`src/rtl/irq_nest_pkg.sv`:
```
`timescale 1ns/1ps
package irq_nest_pkg;
  typedef enum logic [1:0] {
    LVL_LOW  = 2'd0,
    LVL_MED  = 2'd1,
    LVL_HIGH = 2'd2,
    LVL_NMI  = 2'd3
  } lvl_e;

  localparam int NMI_OFS = 2;
  localparam int SRC_OFS = 4;
endpackage

```
`src/rtl/irq_pend_bank.sv`:
```
`timescale 1ns/1ps
module irq_pend_bank #(
  parameter int N = 8
) (
  input  logic         clk,
  input  logic         rst_n,
  input  logic [N-1:0] set_i,
  input  logic [N-1:0] clr_i,
  input  logic         nmi_set_i,
  input  logic         nmi_clr_i,
  output logic [N-1:0] pend_o,
  output logic         nmi_pend_o
);
  for (genvar k = 0; k < N; k++) begin : g_bit
    logic bit_q;
    always_ff @(posedge clk or negedge rst_n) begin
      if (!rst_n) bit_q <= 1'b0;
      else        bit_q <= (bit_q & ~clr_i[k]) | set_i[k];
    end
    assign pend_o[k] = bit_q;


    pend_hold_chk: assert property (@(posedge clk) disable iff (!rst_n)
      (bit_q && !clr_i[k]) |=> pend_o[k]);
  end

  logic nmi_q;
  always_ff @(posedge clk or negedge rst_n) begin
    if (!rst_n) nmi_q <= 1'b0;
    else        nmi_q <= (nmi_q & ~nmi_clr_i) | nmi_set_i;
  end
  assign nmi_pend_o = nmi_q;
endmodule

```
`src/rtl/irq_pick_fixed.sv`:
```
`timescale 1ns/1ps
module irq_pick_fixed #(
  parameter int N  = 8,
  parameter int IW = $clog2(N)
) (
  input  logic [N-1:0]  req_i,
  output logic          any_o,
  output logic [IW-1:0] idx_o
);
  always_comb begin
    any_o = |req_i;
    idx_o = '0;
    for (int i = N - 1; i >= 0; i--) begin
      if (req_i[i]) idx_o = IW'(i);
    end
  end
endmodule

```
`src/rtl/irq_pick_rr.sv`:
```
`timescale 1ns/1ps
module irq_pick_rr #(
  parameter int N  = 8,
  parameter int IW = $clog2(N)
) (
  input  logic          clk,
  input  logic          rst_n,
  input  logic [N-1:0]  req_i,
  input  logic          adv_i,
  output logic          any_o,
  output logic [IW-1:0] idx_o
);
  logic [IW-1:0] ptr_q;
  logic          hit_up;
  logic [IW-1:0] idx_up, idx_all;

  always_comb begin
    hit_up  = 1'b0;
    idx_up  = '0;
    idx_all = '0;
    for (int i = N - 1; i >= 0; i--) begin
      if (req_i[i]) idx_all = IW'(i);
      if (req_i[i] && (i >= int'(ptr_q))) begin
        hit_up = 1'b1;
        idx_up = IW'(i);
      end
    end
    any_o = |req_i;
    idx_o = hit_up ? idx_up : idx_all;
  end

  always_ff @(posedge clk or negedge rst_n) begin
    if (!rst_n) ptr_q <= '0;
    else if (adv_i) ptr_q <= (int'(idx_o) == N - 1) ? '0 : idx_o + 1'b1;
  end


  rr_grant_real_chk: assert property (@(posedge clk) disable iff (!rst_n)
    any_o |-> req_i[idx_o]);


  rr_ptr_moves_chk: assert property (@(posedge clk) disable iff (!rst_n)
    adv_i |=> (ptr_q != $past(idx_o)));
endmodule

```
`src/rtl/irq_nest_track.sv`:
```
`timescale 1ns/1ps
module irq_nest_track
  import irq_nest_pkg::*;
(
  input  logic       clk,
  input  logic       rst_n,
  input  logic       acc_i,
  input  lvl_e       acc_lvl_i,
  input  logic       reti_i,
  output logic [3:0] active_o,
  output logic [2:0] top_rank_o
);
  logic [3:0] act_q, act_d;

  always_comb begin
    top_rank_o = '0;
    for (int i = 0; i < 4; i++) begin
      if (act_q[i]) top_rank_o = 3'(i + 1);
    end
  end

  always_comb begin
    act_d = act_q;
    if (reti_i && (top_rank_o != 3'd0)) act_d[top_rank_o - 3'd1] = 1'b0;
    if (acc_i) act_d[acc_lvl_i] = 1'b1;
  end

  always_ff @(posedge clk or negedge rst_n) begin
    if (!rst_n) act_q <= '0;
    else        act_q <= act_d;
  end
  assign active_o = act_q;


  ack_sets_level_chk: assert property (@(posedge clk) disable iff (!rst_n)
    acc_i |=> active_o[$past(acc_lvl_i)]);


  reti_drops_one_chk: assert property (@(posedge clk) disable iff (!rst_n)
    (reti_i && !acc_i && (act_q != 4'd0)) |=>
      ($countones(active_o) == $countones($past(active_o)) - 1));
endmodule

```
`src/rtl/irq_nest_ctrl.sv`:
```
`timescale 1ns/1ps
module irq_nest_ctrl
  import irq_nest_pkg::*;
#(
  parameter int N_SRC      = 8,
  parameter int VEC_W      = 16,
  parameter int BOOT_BASE  = 'h1800,
  parameter int SRC_STRIDE = 4
) (
  input  logic               clk,
  input  logic               rst_n,
  input  logic [N_SRC-1:0]   irq_i,
  input  logic               nmi_i,
  input  logic [2*N_SRC-1:0] src_lvl_i,
  input  logic [2:0]         lvl_en_i,
  input  logic               rr_mode_i,
  input  logic               boot_sel_i,
  output logic               irq_valid_o,
  input  logic               irq_ready_i,
  output logic [VEC_W-1:0]   irq_vec_o,
  output logic [1:0]         irq_lvl_o,
  input  logic               reti_i,
  output logic [3:0]         active_o
);
  localparam int IW = (N_SRC > 1) ? $clog2(N_SRC) : 1;

  logic [N_SRC-1:0] pend, clr;
  logic             nmi_pend;
  logic [N_SRC-1:0] is_lo, is_md, is_hi;
  logic [N_SRC-1:0] req_lo, req_md, req_hi;
  logic             lo_any_f, lo_any_r, md_any, hi_any;
  logic [IW-1:0]    lo_idx_f, lo_idx_r, md_idx, hi_idx;
  logic             cand_any;
  lvl_e             cand_lvl;
  logic [IW-1:0]    cand_idx;
  logic [2:0]       cand_rank, top_rank;
  logic             accept, rr_adv;
  logic [VEC_W-1:0] base;

  for (genvar k = 0; k < N_SRC; k++) begin : g_cls
    assign is_lo[k] = (src_lvl_i[2*k +: 2] == 2'd0);
    assign is_md[k] = (src_lvl_i[2*k +: 2] == 2'd1);
    assign is_hi[k] = src_lvl_i[2*k + 1];
  end

  assign req_lo = pend & is_lo & {N_SRC{lvl_en_i[0]}};
  assign req_md = pend & is_md & {N_SRC{lvl_en_i[1]}};
  assign req_hi = pend & is_hi & {N_SRC{lvl_en_i[2]}};

  irq_pend_bank #(.N(N_SRC)) u_pend (
    .clk(clk), .rst_n(rst_n),
    .set_i(irq_i), .clr_i(clr),
    .nmi_set_i(nmi_i), .nmi_clr_i(accept && (cand_lvl == LVL_NMI)),
    .pend_o(pend), .nmi_pend_o(nmi_pend)
  );

  irq_pick_fixed #(.N(N_SRC), .IW(IW)) u_pick_hi (
    .req_i(req_hi), .any_o(hi_any), .idx_o(hi_idx));
  irq_pick_fixed #(.N(N_SRC), .IW(IW)) u_pick_md (
    .req_i(req_md), .any_o(md_any), .idx_o(md_idx));
  irq_pick_fixed #(.N(N_SRC), .IW(IW)) u_pick_lo (
    .req_i(req_lo), .any_o(lo_any_f), .idx_o(lo_idx_f));
  irq_pick_rr #(.N(N_SRC), .IW(IW)) u_pick_rr (
    .clk(clk), .rst_n(rst_n), .req_i(req_lo), .adv_i(rr_adv),
    .any_o(lo_any_r), .idx_o(lo_idx_r));

  always_comb begin
    cand_any = 1'b1;
    cand_lvl = LVL_LOW;
    cand_idx = '0;
    if (nmi_pend) begin
      cand_lvl = LVL_NMI;
    end else if (hi_any) begin
      cand_lvl = LVL_HIGH;
      cand_idx = hi_idx;
    end else if (md_any) begin
      cand_lvl = LVL_MED;
      cand_idx = md_idx;
    end else if (rr_mode_i ? lo_any_r : lo_any_f) begin
      cand_idx = rr_mode_i ? lo_idx_r : lo_idx_f;
    end else begin
      cand_any = 1'b0;
    end
  end

  assign cand_rank   = {1'b0, cand_lvl} + 3'd1;
  assign irq_valid_o = cand_any && (cand_rank > top_rank);
  assign accept      = irq_valid_o && irq_ready_i;
  assign rr_adv      = accept && rr_mode_i && (cand_lvl == LVL_LOW);
  assign irq_lvl_o   = cand_lvl;

  always_comb begin
    clr = '0;
    if (accept && (cand_lvl != LVL_NMI)) clr[cand_idx] = 1'b1;
  end

  assign base = boot_sel_i ? VEC_W'(BOOT_BASE) : '0;
  always_comb begin
    if (cand_lvl == LVL_NMI)
      irq_vec_o = base + VEC_W'(NMI_OFS);
    else
      irq_vec_o = base + VEC_W'(SRC_OFS) + VEC_W'(SRC_STRIDE) * VEC_W'(cand_idx);
  end

  irq_nest_track u_nest (
    .clk(clk), .rst_n(rst_n),
    .acc_i(accept), .acc_lvl_i(cand_lvl), .reti_i(reti_i),
    .active_o(active_o), .top_rank_o(top_rank)
  );


  nmi_always_offered_chk: assert property (@(posedge clk) disable iff (!rst_n)
    (nmi_pend && !active_o[3]) |-> (irq_valid_o && irq_lvl_o == 2'd3));


  high_blocks_below_chk: assert property (@(posedge clk) disable iff (!rst_n)
    (irq_valid_o && active_o[2]) |-> (irq_lvl_o == 2'd3));


  med_blocks_low_chk: assert property (@(posedge clk) disable iff (!rst_n)
    (irq_valid_o && active_o[1]) |-> (irq_lvl_o >= 2'd2));


  reset_quiet_chk: assert property (@(posedge clk) disable iff (!rst_n)
    $rose(rst_n) |-> !irq_valid_o);
endmodule

```
`config.mk`:
```
export PLATFORM = sky130hd
export DESIGN_NAME = irq_nest_ctrl
export DESIGN_NICKNAME = d
export VERILOG_FILES = /design/src/rtl/irq_nest_pkg.sv /design/src/rtl/irq_pend_bank.sv /design/src/rtl/irq_pick_fixed.sv /design/src/rtl/irq_pick_rr.sv /design/src/rtl/irq_nest_track.sv /design/src/rtl/irq_nest_ctrl.sv
export SDC_FILE = /design/constraint.sdc
export NUM_CORES = 1
export LEC_CHECK = 0
export ABC_AREA = 1
export BUFFER_PORTS_ARGS = -buffer_cell sky130_fd_sc_hd__buf_2
export CAP_MARGIN = 10
export CORE_ASPECT_RATIO = 0.7
export CORE_MARGIN = 1
export CORE_UTILIZATION = 30
export CTS_BUF_LIST = sky130_fd_sc_hd__clkbuf_4 sky130_fd_sc_hd__clkbuf_8
export CTS_CLUSTER_DIAMETER = 30
export DETAILED_ROUTE_END_ITERATION = 10
export GPL_TIMING_DRIVEN = 1
export SYNTH_ARGS = -nofsm -noshare
export SYNTH_HDL_FRONTEND = slang
export SYNTH_SLANG_ARGS = --single-unit
```
`constraint.sdc`:
```
create_clock -name clk -period 3.9 [get_ports clk]
set_input_delay 0.195 -clock clk [delete_from_list [all_inputs] [get_ports clk]]
set_output_delay 0.195 -clock clk [all_outputs]
set_load 0.05 [all_outputs]
```
[Word level (Yosys, flattened, before mapping)]
Index checks and enable logic that the tools add are counted.
W data, S select, Z words.
Operators by class
  add/subtract/negate cells: 6
  $lt $le $gt $ge: 14
  eq/ne operators: 11
  muxes and demuxes: 68
  bitwise operators: 36
  reduce and logical (&&, ||, !) cells: 30
Operator list (number)
  $mux W3: 39
  $and A8 B8 Y8: 6
  $reduce_or A8 Y1: 3
  $logic_not A2 Y1: 9
  $logic_and A1 B1 Y1: 17
  $mux W1: 17
  $eq A2 B1 Y1 const B: 8
  $add A14 B5 Y15: 1
  $mux W15: 1
  $add A13 B2 Y14 const B: 1
  $add A13 B3 Y14 const B: 1
  $mux W13: 1
  $and A1 B1 Y1: 9
  $ge A3 B3 Y1 const A: 3
  $not A1 Y1: 9
  $or A1 B1 Y1: 9
  $mux W2: 4
  $mux W4: 2
  $mux W8: 1
  $ge A1 B3 Y1 const A: 2
  $ge A2 B3 Y1 const A: 2
  $ge A3 B1 Y1 const B: 2
  $and A4 B4 Y4: 1
  $demux W1 S2: 2
  15 further kinds: 15
Storage, ports and cells
  flip-flop bits (word level): 16
  bits of input ports: 34
  logic and storage cells: 176

[Longest topological paths before layout]
Gate-level depths: netlist (run 1).
  depth in word-level cells: 25
  gate-level depth with buffers: 23

[Cells and area by module]
From an unflattened synthesis (run 1), not the netlist that was laid out.
Unflattened totals
  cell total of the unflattened synthesis: 390
  area total of the unflattened synthesis: 2184.6 µm²
Modules (own cells, without submodules)
  irq_nest_ctrl: times used 1, cells each 167, area each 824.5 µm², seq. area each 0.0 µm²
  irq_pick_rr: times used 1, cells each 77, area each 437.9 µm², seq. area each 75.1 µm²
  irq_pend_bank: times used 1, cells each 53, area each 420.4 µm², seq. area each 225.2 µm²
  irq_pick_fixed: times used 3, cells each 22, area each 98.8 µm², seq. area each 0.0 µm²
  irq_nest_track: times used 1, cells each 27, area each 205.2 µm², seq. area each 100.1 µm²

[Least setup slack after synthesis (run 1)]
OpenSTA, ideal clock, no wires.
  path kind: reg2reg
  start: register u_pend.g_bit[0].bit_q
  end: register u_pend.g_bit[5].bit_q
  arrival time: 3.324 ns
  data required time: 3.784 ns
  path slack: 0.459 ns
  stages on the path, launching flop included: 22
  buffers on the path: 0
  period minus slack after synthesis: 3.441 ns
  cells stage by stage: dfrtp_1 > nand3_1 > nand2_1 > nor2_2 > nand4_2 > nor2_2 > inv_1 > ha_1 > inv_1 > ha_1 > nand2_1 > nor2_1 > a211oi_1 > a31o_2 > a21oi_4 > nand2_4 > nor2_8 > inv_2 > nor2_2 > nand3_1 > nand2_1 > nand2_1
On the way
  elaborated cells between the ends (all ways): 43
RTL lines
  from (decl): line irq_pend_bank.sv:15  | logic bit_q;
  from (signal assigned): line irq_pend_bank.sv:18  | else bit_q <= (bit_q & ~clr_i[k]) | set_i[k];
  $and A8 B8 Y8 (2 in series): line irq_nest_ctrl.sv:48  | assign req_hi = pend & is_hi & {N_SRC{lvl_en_i[2]}};
  $reduce_or A8 Y1: line irq_pick_fixed.sv:11  | any_o = |req_i;
  $mux W2: line irq_nest_ctrl.sv:73  | end else if (hi_any) begin
  $mux W2: line irq_nest_ctrl.sv:71  | if (nmi_pend) begin
  named net irq_lvl_o[1]: line irq_nest_ctrl.sv:21  | output logic [1:0] irq_lvl_o,
  $add A2 B1 Y3: line irq_nest_ctrl.sv:86  | assign cand_rank = {1'b0, cand_lvl} + 3'd1;
  $gt A3 B3 Y1: line irq_nest_ctrl.sv:87  | assign irq_valid_o = cand_any && (cand_rank > top_rank);
  $logic_and A1 B1 Y1: line irq_nest_ctrl.sv:87
  named net irq_valid_o: line irq_nest_ctrl.sv:18  | output logic irq_valid_o,
  $logic_and A1 B1 Y1: line irq_nest_ctrl.sv:88  | assign accept = irq_valid_o && irq_ready_i;
  $logic_and A1 B1 Y1: line irq_nest_ctrl.sv:94  | if (accept && (cand_lvl != LVL_NMI)) clr[cand_idx] = 1'b1;
  $mux W8: line irq_nest_ctrl.sv:94
  $not A1 Y1: line irq_pend_bank.sv:18
  $and A1 B1 Y1: line irq_pend_bank.sv:18
  $or A1 B1 Y1: line irq_pend_bank.sv:18
  to (signal assigned): line irq_pend_bank.sv:18
  to (decl): line irq_pend_bank.sv:15
The timed path passes the listed nets, and every way through them passes these cells.
A chain may end at the register's enable or synchronous reset.

[Worst setup path in the final report (run 1)]
  start: register u_pend.g_bit[0].bit_q
  end: output port irq_valid_o
On the way
  word-level cells in the longest chain between the ends: 9
  elaborated cells between the ends (all ways): 19
Ends and longest elaborated chain
  $and A8 B8 Y8 (2 in series): line irq_nest_ctrl.sv:47  | assign req_md = pend & is_md & {N_SRC{lvl_en_i[1]}};
  $reduce_or A8 Y1: line irq_pick_fixed.sv:11
  $mux W1: line irq_nest_ctrl.sv:76  | end else if (md_any) begin
  $mux W2: line irq_nest_ctrl.sv:73
  $mux W2: line irq_nest_ctrl.sv:71
  $add A2 B1 Y3: line irq_nest_ctrl.sv:86
  $gt A3 B3 Y1: line irq_nest_ctrl.sv:87
  $logic_and A1 B1 Y1 *: line irq_nest_ctrl.sv:87
  to (decl): line irq_nest_ctrl.sv:18
Mark *: on every way between the ends. The rest lies on a longest branch, timed or not.

==> results of run 1 <==
## worst register-to-register path: cells and delay by family (launching register included)
kind                       cells  cell delay (ps)
DFF                            1              410
and+or+nand+nor               13             1450
buffers and inverters          3              230
AOI/OAI and AO/OA              3              420
adders and majority gates      2              570
## repair_timing
action,in CTS,in global routing
resized for setup,0,0
endpoints found under the hold margin,16,0
hold buffers,1,0
## sequential cells by signal (all words and copies together), names as in the netlist
register            count
u_nest.active_o         4
u_pend.g_bit.bit_q      8
u_pick_rr.ptr_q         3
u_pend.nmi_pend_o       1
## cell usage in the layout, fill, tap and decap left out, drive strengths merged
| cell type | n |
|---|---|
| o21bai | 1 |
| a22o | 2 |
| dlygate4sd3 | 1 |
| a21boi | 1 |
| nand4 | 11 |
| ha | 10 |
| a21oi | 11 |
| nand2 | 110 |
| dfrtp | 16 |
| nor3 | 3 |
| conb | 9 |
| a211oi | 1 |
| o22ai | 1 |
| nand3 | 22 |
| o31ai | 1 |
| inv | 56 |
| xor2 | 1 |
| clkbuf | 4 |
| nor2 | 32 |
| nand3b | 1 |
| a31o | 1 |
| a31oi | 2 |
| o21ai | 9 |
| buf | 44 |
## cell families (layout without fill, tap and decap cells)
| logic type | Yosys count | after routing | synth area share [%] |
|---|---|---|---|
| compound gates | 30 | 30 | 11.2 |
| xor+xnor | 1 | 1 | 0.462 |
| fa+ha+maj | 10 | 10 | 6.59 |
| buf+inv | 69 | 105 | 16.1 |
| flops | 16 | 16 | 21.1 |
| other cells | 1 | 9 | 0.198 |
| simple gates | 179 | 179 | 44.4 |
## metal layers
metal	vias to the layer above	track usage [%]
met2	68	23.6
li1	1030	-
met3	2	3.33
met5	-	0
met1	846	22.7
met4	0	1.68
## layout make-up
cell class | count | area share, %
clock buffer | 4 | 2.49
inverter | 56 | 9.50
multi-input combinational | 229 | 55.3
sequential | 16 | 18.1
tap | 75 | 4.24
timing repair buffer | 45 | 10.4
## final timing paths
| check | slack (ps) | endpoint | startpoint |
|---|---|---|---|
| max in group asynchronous | 3230 | u_pend.g_bit[2].bit_q | rst_n |
| min reg2reg | 510 | u_nest.active_o[0] | u_nest.active_o[0] |
| min in group asynchronous | 400 | u_nest.active_o[1] | rst_n |
| max | 640 | irq_valid_o | u_pend.g_bit[0].bit_q |
| min | 120 | u_pend.g_bit[7].bit_q | irq_i[7] |
| max reg2reg | 710 | u_pend.g_bit[4].bit_q | u_pend.g_bit[0].bit_q |
## per-stage QoR
stage / total power (W) / worst slack, ps / hold WS, ps / utilization [%]
after floorplan: 0.000671 / 459 / -101 / -
after global placement: 0.000781 / 836 / 140 / 36.4
after detailed placement: 0.000786 / 718 / 142 / 36.4
after CTS: 0.000944 / 630 / 115 / 37.5
after global routing: 0.00101 / 443 / 118 / 37.5
final: 0.000936 / 643 / 117 / 37.5
## report_power, final
part | switching, W | internal [W] | total [W] | leakage (nW)
Clock | 0.0000634 | 0.0000898 | 0.000153 | 0.0288
Sequential | 0.0000256 | 0.000187 | 0.000213 | 0.170
Combinational | 0.000405 | 0.000165 | 0.000570 | 1.13
## synthesized netlist by cell type (2+ instances only)
cell type	number	area, um^2
o21ai_0	7	35.0
ha_1	10	125
nand4_1	10	62.6
nor2_2	9	56.3
inv_2	6	22.5
nand3_1	19	95.1
a21oi_1	8	40.0
buf_4	12	90.1
dfrtp_1	16	400
nand2_2	8	50.1
nor2_4	2	22.5
a31oi_1	2	12.5
inv_1	50	188
nor2_1	20	75.1
nor3_1	2	10.0
nand3_2	3	30.0
a22o_1	2	17.5
nand2_1	101	379
a21oi_4	3	48.8
==> flow_metrics.py, run 1 <==
metrics = {
    "logic_synthesis": {
        "synthArstFlopShare_pct": 100,
        "syn_area_um2": 1900,
        "yosys_warnings": 0,
        "synthFlopType": "dfrtp_1",
        "synth_seq_cells": 16,
        "syn_avg_cell_area_um2": 6.20,
        "synth_edf_count": 0,
        "synthDistinctLibCells": 35,
        "syn_inst": 306,
        "seq_area_frac_synth_pct": 21.1,
    },
    "drt": {
        "via_count": 1946,
        "drt_pass1_iterations": 4,
        "drt_wl_total_um": 4830,
        "top_layer": "met4",
        "route.met2.wl_um": 1870,
        "drt_iter0_markers": 109,
        "viasPerCell": 4.58,
        "final_antenna_net_count": 0,
        "wl_met3_um": 313,
        "wire_per_inst_um": 11.4,
        "drc_errors": 0,
        "m1WireLength_um": 2640,
    },
    "cells_and_area": {
        "multi_input_area_um2": 1220,
        "layout-drive-gt1-share_pct": 24.3,
        "design_area_um2": 2210,
        "stdcell_count": 425,
        "diodes": 0,
        "nFillCells": 669,
        "nets": 395,
        "regArea_um2": 400,
        "area_growth_pct": 16.5,
    },
    "setup_path": {
        "path_buf_inv": 3,
        "cp_max_fo": 5,
        "worstSetupPathType": "flop to output pin",
        "critPathCaptureType": "output pin",
        "slowest_delay_ps": 410,
        "crit_path_start_kind": "flop",
        "required_ps": 3700,
        "cp.arrival_ps": 3060,
        "cp_num_cells": 15,
        "cp_top_family": "simple AND/OR/NAND/NOR gates",
        "reg2reg_depth": 21,
        "crit_chain": "nand3_1, nand2_1, nor2_2, nand4_2, nor2_2, inv_1, ha_1, inv_1, ha_1, nand2_1, nor2_1, a211oi_1, a31o_2, a21oi_4, buf_2",
        "cp_slowest_cell": "dfrtp_1",
    },
    "hold_path": {
        "hold_path_class": "primary input to flop",
        "min_path_cells": 3,
    },
    "power": {
        "vdd_drop_max_mv": 0.173,
        "powerDensity_nw_per_um2": 423,
        "p_leak_nw": 1.33,
    },
    "floorplanning": {
        "ios": 57,
        "core_area_um2": 5900,
        "die_h_um": 68.6,
        "die_area_um2": 6650,
        "rows": 23,
        "initial_utilization_pct": 32.2,
        "die_width_um": 97.1,
    },
    "timing": {
        "finalSetupViolCount": 0,
        "post-route-period-util_pct": 83.5,
        "skew_ps": 2.21,
        "fin_crit_ps": 3260,
        "hold_violations": 0,
        "finalMaxSlewViolations": 0,
        "rsz0062_at_grt": "no",
        "max_freq_mhz": 307,
        "setup_tns_ps": 0,
    },
    "clock_tree": {
        "cts-buffers-inserted": 3,
        "clk_pin_slew_ps": 70,
        "clk_latency_ps": 250,
        "clockBufferDepth": 2,
        "postCtsSetupBuffers": 0,
        "htreeDepth": 1,
        "cts_tree": "yes",
        "clock_sinks": 16,
        "root_buffer": "clkbuf_8",
    },
    "global_route": {
        "antenna_found_initial": 0,
        "grt_usage_pct": 15.4,
        "grt_pass1_vias": 1688,
        "grt_pass1_wl_um": 7980,
        "grt_overflow_total": 0,
        "grt_max_degree": 17,
    },
    "placed_design": {
        "place.gp.congestion": 0.860,
        "placedCellCount": 420,
        "dp_hpwl_um": 4180,
        "place.port_buffers": 44,
        "placed_area_um2": 2150,
    },
    "status": {
        "status": "finished, final reports clean",
    },
    "run": {
        "maxCapViolations": 0,
    },
}
Power figures use the tool's default switching activity.
==> inputs of run 2 (changes only) <==
- clock period: 3.9 -> 2.85 ns (I/O delays scaled with it)
==> flow_metrics.py, run 2 (synthesis gave the netlist of run 1 again) <==
metrics = {
    "status": {
        "status": "finished, violations left",
        "violations": "setup timing",
    },
    "clock_tree": {
        "clk_pin_slew_ps": 70,
        "cts-buffers-inserted": 3,
        "root_buffer": "clkbuf_8",
        "cts_tree": "yes",
        "htreeDepth": 1,
        "clk_latency_ps": 260,
        "clockBufferDepth": 2,
        "clock_sinks": 16,
    },
    "setup_path": {
        "cp.arrival_ps": 3150,
        "crit_path_start_kind": "flop",
        "cp_max_fo": 6,
        "critPathCaptureType": "flop",
        "required_ps": 3000,
        "worstSetupPathType": "flop to flop",
    },
    "timing": {
        "slew_headroom_pct": 65.6,
        "finalSetupViolCount": 12,
        "hold_violations": 0,
        "fin_crit_ps": 3000,
        "rsz0062_at_grt": "yes",
        "final.setup.worst_slack_ps": -154,
        "max_freq_mhz": 333,
        "holdWs_ps": 63.8,
        "worstMarginPinSlew_ps": 511,
        "skew_ps": 1.45,
        "finalMaxSlewViolations": 0,
        "post-route-period-util_pct": 105,
    },
    "drt": {
        "drt_iter0_markers": 109,
        "drt_wl_total_um": 5700,
        "wire_per_inst_um": 12.3,
        "drt_pass1_iterations": 4,
        "final_antenna_net_count": 0,
        "viasPerCell": 4.66,
        "drc_errors": 0,
        "via_count": 2162,
    },
    "cells_and_area": {
        "stdcell_count": 464,
        "final_cell_mix": "nand2_1 (95), inv_1 (48), buf_2 (40)",
        "nFillCells": 589,
        "diodes": 0,
        "mostFrequentLayoutCell": "nand2_1",
        "nets": 434,
        "area_growth_pct": 39.8,
        "largest_reg_flops": 8,
        "largest-register": "u_pend.g_bit.bit_q",
        "layout-drive-gt1-share_pct": 36.8,
    },
    "hold_path": {
        "hold_path_class": "primary input to flop",
    },
    "placed_design": {
        "place.port_buffers": 44,
        "dp_hpwl_um": 4460,
        "place.gp.congestion": 0.857,
        "placedCellCount": 437,
    },
    "floorplanning": {
        "die_width_um": 97.1,
        "die_area_um2": 6650,
        "initial_utilization_pct": 32.2,
        "rows": 23,
        "ios": 57,
        "core_area_um2": 5900,
        "die_h_um": 68.6,
    },
    "global_route": {
        "antenna_found_initial": 0,
        "grt_overflow_total": 0,
        "grt_pass1_wl_um": 9340,
        "grt_pass1_vias": 1989,
        "grt_max_degree": 17,
        "grt_usage_pct": 17.5,
    },
    "power": {
        "power_frac_seq_pct": 19.0,
        "vdd_drop_max_mv": 0.329,
        "p_leak_nw": 1.54,
        "p_comb_share_pct": 67.3,
        "switchingPower_w": 0.000761,
        "power.total_w": 0.00155,
        "powerDensity_nw_per_um2": 585,
        "switching_share_pct": 49.0,
        "intPower_w": 0.000791,
        "clkPwrFrac_pct": 13.7,
    },
    "run": {
        "maxCapViolations": 0,
    },
}
run 2: cell count changes in the layout (fill, tap and decap cells not counted), moves of 5 or more:
cell / previous run / this run
buf_4: 0 / 37
nand2_1: 101 / 95
nand2_2: 8 / 13
nor2_4: 2 / 7
run 2: worst paths after layout:
| path | start | end | slack, ps | cells past startpoint |
|---|---|---|---|---|
| max | u_pend.g_bit[0].bit_q | u_pend.g_bit[0].bit_q | -150 | 20 |
| min | irq_i[7] | u_pend.g_bit[7].bit_q | 60 | 3 |
| max reg2reg | u_pend.g_bit[0].bit_q | u_pend.g_bit[0].bit_q | -150 | 20 |
| min reg2reg | u_nest.active_o[0] | u_nest.active_o[0] | 520 | 2 |
| max in group asynchronous | rst_n | u_pend.g_bit[6].bit_q | 2220 | 2 |
| min in group asynchronous | rst_n | u_nest.active_o[1] | 340 | 2 |
run 2: through the flow:
stage	TNS (ps)	instance area [um^2]	util, %	setup WS (ps)
after floorplan	-7660	1970	-	-585
after global placement	-212	2310	39.2	-83.5
after detailed placement	-762	2310	39.2	-155
after CTS	-616	2500	42.4	-120
after global routing	-3650	2650	45.0	-336
final	-970	2650	45.0	-154
run 2: final cells by class:
| cell class | count | area [um^2] | share of cell area (%) |
|---|---|---|---|
| Clock buffer | 4 | 55.1 | 2.07 |
| Inverter | 56 | 214 | 8.06 |
| Multi-Input combinational cell | 229 | 1340 | 50.3 |
| Sequential cell | 16 | 400 | 15.1 |
| Tap cell | 75 | 93.8 | 3.54 |
| Timing Repair Buffer | 84 | 556 | 20.9 |
run 2: layer usage:
metal / global-route usage (%) / share of wire, % / wire length, um
met5: 0 / 0 / 0
met4: 2.24 / 0.96 / 55
met3: 3.73 / 5.2 / 299
met2: 29.3 / 43 / 2470
met1: 24.1 / 50 / 2880
run 2: worst max-delay path, stage by stage (launching register included):
cell      delay [ps]
dfrtp_1          420
buf_6            130
nand4_1          120
nand2_2          110
nor2_4           120
nand4_1          160
a21oi_2          240
ha_4             150
inv_2             40
ha_4             250
nand2_1           40
nor2_1            90
a211oi_1          50
a31o_2           240
a21oi_4          160
nand2_4          100
nor2_8           130
buf_4            130
nand4_1           80
nand2_1           80
nand2_1           60
run 2: timing repair:
| action | CTS | global route |
|---|---|---|
| hold buffers | 1 | 0 |
| endpoints found under the hold margin | 16 | 0 |
| pin swaps | 9 | 11 |
| endpoints found under the setup margin | 15 | 22 |
| gates cloned | 0 | 0 |
| gates resized for setup | 11 | 22 |
| buffers inserted | 11 | 11 |
run 2: power groups by stage:
stage | sequential [W] | clock, W | combinational [W]
6_report | 0.000295 | 0.000213 | 0.00104
4_1_cts | 0.000292 | 0.000219 | 0.000985
5_1_grt | 0.000299 | 0.000231 | 0.00113
2_1_floorplan | 0.000341 | 0 | 0.000600
3_5_place_dp | 0.000297 | 0 | 0.000889
3_3_place_gp | 0.000295 | 0 | 0.000876
